### src/rtl/gpio_pd_pkg.sv
package gpio_pd_pkg;
    // Register offsets; software decodes these, so they are fixed.
    localparam int unsigned OFS_DATA = 32'h00;
    localparam int unsigned OFS_DIR  = 32'h04;
    localparam int unsigned OFS_INH  = 32'h10;
endpackage

### src/rtl/gpio_sync.sv
module gpio_sync #(
    parameter int WIDTH  = 8,
    parameter int STAGES = 2
) (
    input  logic             clk,
    input  logic             rst_n,
    input  logic [WIDTH-1:0] din,
    output logic [WIDTH-1:0] dout
);
    localparam int AGE_W = $clog2(STAGES + 1) + 1;

    logic [WIDTH-1:0] chain_d [STAGES];
    logic [WIDTH-1:0] chain_q [STAGES];

    always_comb begin
        chain_d[0] = din;
        for (int i = 1; i < STAGES; i++) begin
            chain_d[i] = chain_q[i-1];
        end
    end

    always_ff @(posedge clk or negedge rst_n) begin
        if (!rst_n) begin
            for (int i = 0; i < STAGES; i++) begin
                chain_q[i] <= '0;
            end
        end else begin
            for (int i = 0; i < STAGES; i++) begin
                chain_q[i] <= chain_d[i];
            end
        end
    end

    assign dout = chain_q[STAGES-1];

    // Edges seen since reset release, saturating; used only by the check below.
    logic [AGE_W-1:0] age_d, age_q;
    always_comb begin
        age_d = age_q;
        if (age_q < AGE_W'(STAGES)) age_d = age_q + 1'b1;
    end
    always_ff @(posedge clk or negedge rst_n) begin
        if (!rst_n) age_q <= '0;
        else        age_q <= age_d;
    end

    generate
        if (STAGES == 2) begin : g_lat_chk
            // read-back level lags the pad by exactly two edges
            a_r10_two_edge_latency: assert property (@(posedge clk) disable iff (!rst_n)
                (age_q >= AGE_W'(2)) |-> (dout == $past(din, 2)));
        end
    endgenerate
endmodule

### src/rtl/gpio_regs.sv
module gpio_regs
    import gpio_pd_pkg::*;
#(
    parameter int WIDTH  = 8,
    parameter int ADDR_W = 5
) (
    input  logic              clk,
    input  logic              rst_n,
    input  logic              bus_sel,
    input  logic              bus_wr,
    input  logic [ADDR_W-1:0] bus_addr,
    input  logic [WIDTH-1:0]  bus_wdata,
    input  logic [WIDTH-1:0]  pins_sync,
    output logic [WIDTH-1:0]  bus_rdata,
    output logic [WIDTH-1:0]  data_q,
    output logic [WIDTH-1:0]  dir_q,
    output logic [WIDTH-1:0]  inh_q
);
    localparam logic [ADDR_W-1:0] A_DATA = ADDR_W'(OFS_DATA);
    localparam logic [ADDR_W-1:0] A_DIR  = ADDR_W'(OFS_DIR);
    localparam logic [ADDR_W-1:0] A_INH  = ADDR_W'(OFS_INH);

    typedef struct packed {
        logic [WIDTH-1:0] data;
        logic [WIDTH-1:0] dir;
        logic [WIDTH-1:0] inh;
    } regs_t;

    regs_t regs_d, regs_q;
    logic  wr_en;

    always_comb begin
        regs_d = regs_q;
        wr_en  = bus_sel && bus_wr;
        if (wr_en) begin
            case (bus_addr)
                A_DATA:  regs_d.data = bus_wdata;
                A_DIR:   regs_d.dir  = bus_wdata;
                A_INH:   regs_d.inh  = bus_wdata;
                default: ;
            endcase
        end
    end

    // Only direction and inhibit take a reset value; data keeps its content.
    always_ff @(posedge clk or negedge rst_n) begin
        if (!rst_n) begin
            regs_q.dir <= '0;
            regs_q.inh <= '0;
        end else begin
            regs_q <= regs_d;
        end
    end

    always_comb begin
        case (bus_addr)
            A_DATA:  bus_rdata = (regs_q.data & regs_q.dir) | (pins_sync & ~regs_q.dir);
            A_DIR:   bus_rdata = regs_q.dir;
            A_INH:   bus_rdata = regs_q.inh;
            default: bus_rdata = '0;
        endcase
    end

    assign data_q = regs_q.data;
    assign dir_q  = regs_q.dir;
    assign inh_q  = regs_q.inh;

    // a reset cycle leaves direction and inhibit cleared
    a_r1_reset_clears: assert property (@(posedge clk)
        !rst_n |=> (regs_q.dir == '0) && (regs_q.inh == '0));

    // a data write stores every bit regardless of direction
    a_r5_data_stored: assert property (@(posedge clk) disable iff (!rst_n)
        (bus_sel && bus_wr && bus_addr == A_DATA) |=> (regs_q.data == $past(bus_wdata)));

    // direction write lands unchanged
    a_r8_dir_written: assert property (@(posedge clk) disable iff (!rst_n)
        (bus_sel && bus_wr && bus_addr == A_DIR) |=> (regs_q.dir == $past(bus_wdata)));

    // writes outside the map touch nothing
    a_r9_unmapped_ignored: assert property (@(posedge clk) disable iff (!rst_n)
        (bus_sel && bus_wr && bus_addr != A_DATA && bus_addr != A_DIR && bus_addr != A_INH)
        |=> ($stable(regs_q.data) && $stable(regs_q.dir) && $stable(regs_q.inh)));
endmodule

### src/rtl/gpio_pd_gate.sv
module gpio_pd_gate #(
    parameter int WIDTH      = 8,
    parameter bit PD_ALLOWED = 1'b1
) (
    input  logic [WIDTH-1:0] dir,
    input  logic [WIDTH-1:0] inh,
    output logic [WIDTH-1:0] pd_en
);
    generate
        if (PD_ALLOWED) begin : g_pd_soft
            for (genvar i = 0; i < WIDTH; i++) begin : g_bit
                assign pd_en[i] = !dir[i] && !inh[i];
            end
        end else begin : g_pd_none
            assign pd_en = '0;
        end
    endgenerate
endmodule

### src/rtl/gpio_pd_port.sv
module gpio_pd_port
    import gpio_pd_pkg::*;
#(
    parameter int WIDTH       = 8,
    parameter int ADDR_W      = 5,
    parameter int SYNC_STAGES = 2,
    parameter bit PD_ALLOWED  = 1'b1
) (
    input  logic              clk,
    input  logic              rst_n,
    input  logic              bus_sel,
    input  logic              bus_wr,
    input  logic [ADDR_W-1:0] bus_addr,
    input  logic [WIDTH-1:0]  bus_wdata,
    output logic [WIDTH-1:0]  bus_rdata,
    input  logic [WIDTH-1:0]  pin_in,
    output logic [WIDTH-1:0]  pin_out,
    output logic [WIDTH-1:0]  pin_oe,
    output logic [WIDTH-1:0]  pin_pd_en
);
    localparam logic [ADDR_W-1:0] A_DIR = ADDR_W'(OFS_DIR);

    logic [WIDTH-1:0] pins_sync;
    logic [WIDTH-1:0] data_q, dir_q, inh_q;

    gpio_sync #(.WIDTH(WIDTH), .STAGES(SYNC_STAGES)) u_sync (
        .clk   (clk),
        .rst_n (rst_n),
        .din   (pin_in),
        .dout  (pins_sync)
    );

    gpio_regs #(.WIDTH(WIDTH), .ADDR_W(ADDR_W)) u_regs (
        .clk       (clk),
        .rst_n     (rst_n),
        .bus_sel   (bus_sel),
        .bus_wr    (bus_wr),
        .bus_addr  (bus_addr),
        .bus_wdata (bus_wdata),
        .pins_sync (pins_sync),
        .bus_rdata (bus_rdata),
        .data_q    (data_q),
        .dir_q     (dir_q),
        .inh_q     (inh_q)
    );

    gpio_pd_gate #(.WIDTH(WIDTH), .PD_ALLOWED(PD_ALLOWED)) u_pd (
        .dir   (dir_q),
        .inh   (inh_q),
        .pd_en (pin_pd_en)
    );

    assign pin_oe  = dir_q;
    assign pin_out = data_q & dir_q;

    // enables follow a direction write on the next cycle
    a_r3_oe_follows_dir: assert property (@(posedge clk) disable iff (!rst_n)
        (bus_sel && bus_wr && bus_addr == A_DIR) |=> (pin_oe == $past(bus_wdata)));

    // a pin that drives never has its pulldown on
    a_r6_no_pd_on_output: assert property (@(posedge clk) disable iff (!rst_n)
        (pin_pd_en & pin_oe) == '0);
endmodule

### config.mk
export PLATFORM = sky130hd
export DESIGN_NAME = gpio_pd_port
export DESIGN_NICKNAME = d
export VERILOG_FILES = /design/src/rtl/gpio_pd_pkg.sv /design/src/rtl/gpio_sync.sv /design/src/rtl/gpio_regs.sv /design/src/rtl/gpio_pd_gate.sv /design/src/rtl/gpio_pd_port.sv
export SDC_FILE = /design/constraint.sdc
export NUM_CORES = 1
export LEC_CHECK = 0
export BUFFER_PORTS_ARGS = -buffer_cell sky130_fd_sc_hd__buf_2
export CORE_AREA = 2 2 72 74
export DETAILED_ROUTE_END_ITERATION = 8
export DIE_AREA = 0 0 74 76
export GPL_ROUTABILITY_DRIVEN = 0
export SLEW_MARGIN = 20
export SYNTH_ARGS = -nofsm -noshare
export SYNTH_HDL_FRONTEND = slang
export SYNTH_HIERARCHICAL = 1
export SYNTH_SLANG_ARGS = --single-unit
### constraint.sdc
create_clock -name clk -period 1.2 [get_ports clk]
set_clock_uncertainty 0.05 [all_clocks]
set_input_delay 0.12 -clock clk [delete_from_list [all_inputs] [get_ports clk]]
set_output_delay 0.12 -clock clk [all_outputs]
set_load 0.05 [all_outputs]
Word level (Yosys, flattened, before mapping)
Index checks and enable logic that the tools add are counted.
- register bits: 40
- latch bits: 0
- bits in writable memories: 0
- bits in read-only memories: 0
- input port bits: 25
- output and inout port bits: 32
- memories kept: 0
- $add $sub $neg: 0
- multipliers: 0
- div/mod/pow operators: 0
- order comparisons: 0
- eq/ne operators: 2
- shift operators: 0
- muxes and demuxes: 1
- bitwise logic cells: 4
- reduce and logical (&&, ||, !) cells: 29
- operators with widths (cell ; count):
    $pmux W8 S3 ; 1
    $and A8 B8 Y8 ; 2
    $logic_not A1 Y1 ; 16
    $logic_and A1 B1 Y1 ; 9
    $not A8 Y8 ; 1
    $or A8 B8 Y8 ; 1
    $eq A5 B3 Y1 const B ; 1
    $eq A5 B5 Y1 const B ; 1
    $logic_not A5 Y1 ; 1
    $reduce_and A2 Y1 ; 2
    $reduce_and A3 Y1 ; 1

Depth between registers and ports, before layout
- depth after elaboration: 4
- depth in mapped cells: 4
- depth with buffers taken out: 3

Cells and area by module
Netlist, hierarchy kept.
- by module, submodules not included (module ; times used ; cells each ; area each (sq um) ; sequential area each (sq um)):
    gpio_regs ; 1 ; 82 ; 1156.1 ; 640.6
    gpio_sync ; 1 ; 16 ; 400.4 ; 400.4
    gpio_pd_port ; 1 ; 8 ; 50.0 ; 0.0
    gpio_pd_gate ; 1 ; 8 ; 30.0 ; 0.0

Least setup slack after synthesis
No wires, ideal clock.
- path type: reg2out
- start: reg u_regs/dir_q[0] (netlist name)
- end: out bus_rdata[0]
- data arrival time: 1.616 ns
- slack: -0.586 ns
- cell stages (with the launch flop): 3
- buffers on the path: 0
- cells stage by stage: dfrtp_1 > mux2i_1 > o22ai_1
- cells in the longest elaborated chain, start to end: 4
- elaborated cells between the ends (all ways): 5
- classes of those cells: mux (1); bitwise (4)
- ends and longest elaborated chain (what ; line ; text):
    $not A8 Y8 ; gpio_regs.sv:57 ; A_DATA: bus_rdata = (regs_q.data & regs_q.dir) | (pins_sync & ~regs_q.dir);
    $and A8 B8 Y8 ; gpio_regs.sv:57 ;
    $or A8 B8 Y8 ; gpio_regs.sv:57 ;
    $pmux W8 S3 * ; gpio_regs.sv:56 ; case (bus_addr)
    to (decl) ; gpio_pd_port.sv:15 ; output logic [WIDTH-1:0] bus_rdata,
Every way passes the cells marked *; elsewhere a longest branch is shown, timed or not.

Worst setup path after layout
- start: reg u_regs/dir_q[7] (netlist name)
- end: out bus_rdata[7]
- cells in the longest elaborated chain, start to end: 4
- elaborated cells between the ends (all ways): 5
- classes of those cells: mux (1); bitwise (4)
- ends and longest elaborated chain (what ; line):
    $not A8 Y8 ; gpio_regs.sv:57
    $and A8 B8 Y8 ; gpio_regs.sv:57
    $or A8 B8 Y8 ; gpio_regs.sv:57
    $pmux W8 S3 * ; gpio_regs.sv:56
Marked as above.

==> metrics.md <==
| Metric | Value |
|---|---|
| Outcome | `complete, but fails checks` |
| Violated checks | `setup timing` |
| P per Cell Area | `around 1400 nW/um^2` |
| Tcrit/Tclk final | `116.3%` |
| Final HPWL DP | `~3 mm` |
| Post-synth top area share | `48.93%` |
| Switching Share | `between 30% and 40%` |
| Clk buf depth | `2` |
| Synth async-reset ratio | `~80%` |
| Synth Area in Compound Gates | `6.346%` |
| Clock power frac | `28.1%` |
| FF+latch count, synth | `40` |
| Synth cell types | `21` |
| Global route overflow | `0` |
| Seq/Total Area, Yosys | `between 60% and 70%` |
| Synthesized-area fraction occupied by and/or/nand/nor cells | `between 10% and 20%` |
| Boundary Pins | `57` |
| Total track usage | `16.63%` |
| Initial DRC count | `37` |
| Area Growth Syn to Fin | `86.47%` |
| Final wirelength | `between 4 and 5 mm` |
| Mux cell area share after synthesis | `between 10% and 20%` |
| Initial antenna violation count | `0` |
| Lkg Pwr | `~0.0013 uW` |
| Nets | `around 250` |
| N_diodes | `0` |
| Die area | `between 5000 and 6000 um^2` |
| Critical Path RT | `1.03 ns` |
| Crit-path max FO | `4` |
| Peak supply drop | `~0.8 mV` |
| Final slew viol count | `0` |
| Sw Pwr | `around 1300 uW` |
| Yosys top cell by area | `dfrtp_1` |
| Sequential Power Share | `a little under two fifths` |
| Clock transition at path regs | `0.07 ns` |
| CP Launch Type | `register` |
| CP Capture Type | `output port` |
| Slew headroom | `72.07%` |
| First-pass GRT wire length | `roughly 7 mm` |
| Layout Cells excl Fill | `approximately 290` |
| Root buf cell | `clkbuf_8` |
| Clock sink total | `40` |
| CTS tree | `yes` |
| HP Class | `register to register` |
| Port Buffers | `56` |
| Post-synthesis adder-cell area fraction | `0%` |
| Post-synth EDFFs | `8` |
| Avg WL per Cell | `between 10 and 15 um` |
| Chip width | `between 70 and 80 um` |
| Via Count | `between 1000 and 1500` |
| # rows | `26` |
| Top post-synthesis cells by area | `dfrtp_1 49%, edfxtp_1 15%, mux2_4 7.3%` |
| Die height | `76 um` |
| Clk Latency, worst-skew pair | `approximately 0.28 ns` |
| Htree depth | `2` |
| CP Class | `register to output port` |
| Area share of xor/xnor cells in the synthesized design | `0%` |
| Detail Route Antenna Nets | `0` |
| Largest net degree at the start of global routing | `33` |
| Data arrival time of the critical path | `~1.2 ns` |
| Via/cell ratio | `4.548` |
| Ys Warns | `6` |
| Initial Util | `around 33%` |
| DR pass1 iterations | `4` |
| Final-report setup violation count | `25` |
| Fin. Hold Viols | `0` |
| Filler instances | `384` |
| Minimum clock period | `1.396 ns` |
| Final Util | `between 60 and 70%` |
| Count leader, synth | `dfrtp_1` |
| Worst-Margin Slew | `about 0.42 ns` |
| Min setup slack post-route | `-0.1959 ns` |
| Mapped Nets | `between 100 and 150` |
| Mapped Cells | `roughly 110` |
| F_max | `0.7164 GHz` |
| Commonest cells post-synth | `32 x dfrtp_1, 10 x nor2_1` |
| Placed cells | `approximately 270` |
| Sequential cell area | `1051 um^2` |
| Multi-input logic area | `slightly below 800 um^2` |
| Internal power | `roughly 2900 uW` |
| CTS buffer count | `5` |
| Syn avg cell area | `between 10 and 15 um^2` |
| Max-Cap Viols | `0` |
| Layout cell share with drive strength beyond 1 | `about two thirds` |
| Largest family of logic cells by synthesized area | `multiplexers` |
| Mapped cell area | `1637 um^2` |
| Core area | `just under 5000 um^2` |
| Number of global-route vias before repair | `1434` |
| Unrepaired setup endpoints after global routing | `true` |
| Combinational group share of total power | `between 30% and 40%` |
| Top_reg_cell synth | `dfrtp_1` |
| Residual DRC | `0` |
==> layer usage <==
layer  routed length, um  share of wire, %  GRT usage (%)
met2                2018                48          24.73
met1                1973                47          24.35
met4                  51               1.2          6.000
met5                   0                 0              0
met3                 182               4.3          2.778
==> worst max-delay path: stages (launching register included) <==
cell and delay (ns):
dfrtp_2 0.46, mux2i_4 0.20, o22ai_4 0.10, buf_6 0.18
==> final timing paths <==
kind                                                  start                     endpoint  slack (ns)  cells past startpoint
worst max-delay path            u_regs/dir_q[7]$_DFFE_PN0P_                 bus_rdata[7]       -0.20                      3
worst max register to register  u_regs/dir_q[1]$_DFFE_PN0P_  u_regs/dir_q[1]$_DFFE_PN0P_        0.07                      3
worst min register to register  u_sync/chain_d[0]$_DFF_PN0_     u_sync/dout[0]$_DFF_PN0_        0.30                      0
worst min-delay path            u_sync/chain_d[0]$_DFF_PN0_     u_sync/dout[0]$_DFF_PN0_        0.30                      0
min in group asynchronous                             rst_n  u_regs/dir_q[3]$_DFFE_PN0P_        0.38                      3
max in group asynchronous                             rst_n  u_regs/dir_q[0]$_DFFE_PN0P_        0.39                      3
==> state kept, by name, indices dropped and copies added (netlist names) <==
signal          flops
u_regs/data_q       8
u_regs/dir_q        8
u_regs/inh_q        8
u_sync/chain_d      8
u_sync/dout         8
==> cell type report <==
class | instances | share of cell area (%)
timing repair buffer | 107 | 33.17
sequential | 40 | 34.44
multi-input combinational | 69 | 25.38
clock inverter | 1 | 0.9840
tap | 70 | 2.870
clock buffer | 7 | 3.157
==> what timing repair did <==
item,in CTS,in global routing
buffers inserted,2,2
hold buffers,17,0
gates resized for setup,96,17
endpoints found under the hold margin,48,0
pin swaps,10,4
endpoints found under the setup margin,30,33
==> kinds of logic after synthesis <==
group	Yosys count
DFF	40
and+or+nand+nor	30
muxes	24
AOI/OAI and AO/OA	15
buffers and inverters	5
==> power by group through the flow <==
| stage | Combinational [uW] | Clock (uW) | Sequential (uW) |
|---|---|---|---|
| after floorplan | 548 | 0 | 1750 |
| after global placement | 1040 | 0 | 1590 |
| after detailed placement | 1050 | 0 | 1600 |
| after CTS | 1370 | 1220 | 1590 |
| after global routing | 1510 | 1280 | 1610 |
| final | 1440 | 1180 | 1590 |
==> cell usage in the layout, fill, tap and decap left out, types with 2 or more instances in the layout <==
master / count
mux2_4: 8
buf_6: 27
mux2_2: 2
and4_1: 2
buf_8: 17
nor2_4: 9
mux2i_1: 7
mux2_1: 6
edfxtp_1: 8
dfrtp_2: 8
dlygate4sd3_1: 17
buf_4: 21
nor2b_1: 3
and2_4: 8
dfrtp_1: 24
clkbuf_8: 7
o22ai_2: 6
a22oi_2: 7
nand3_1: 3
buf_2: 25
==> metrics by stage <==
stage | hold slack (ns) | cell area [um^2] | setup TNS [ns] | setup WS (ns) | power [uW]
floorplan | -0.2256 | 1779 | -1.654 | -0.4517 | 2299
global placement | 0.1764 | 2341 | -5.644 | -0.2544 | 2630
detailed placement | 0.1793 | 2341 | -5.980 | -0.2616 | 2649
CTS | 0.3020 | 2967 | -2.882 | -0.2050 | 4180
global route | 0.3199 | 3052 | -3.831 | -0.2582 | 4393
finish | 0.3011 | 3052 | -2.719 | -0.1959 | 4215
(Power assumes the default switching activity.)
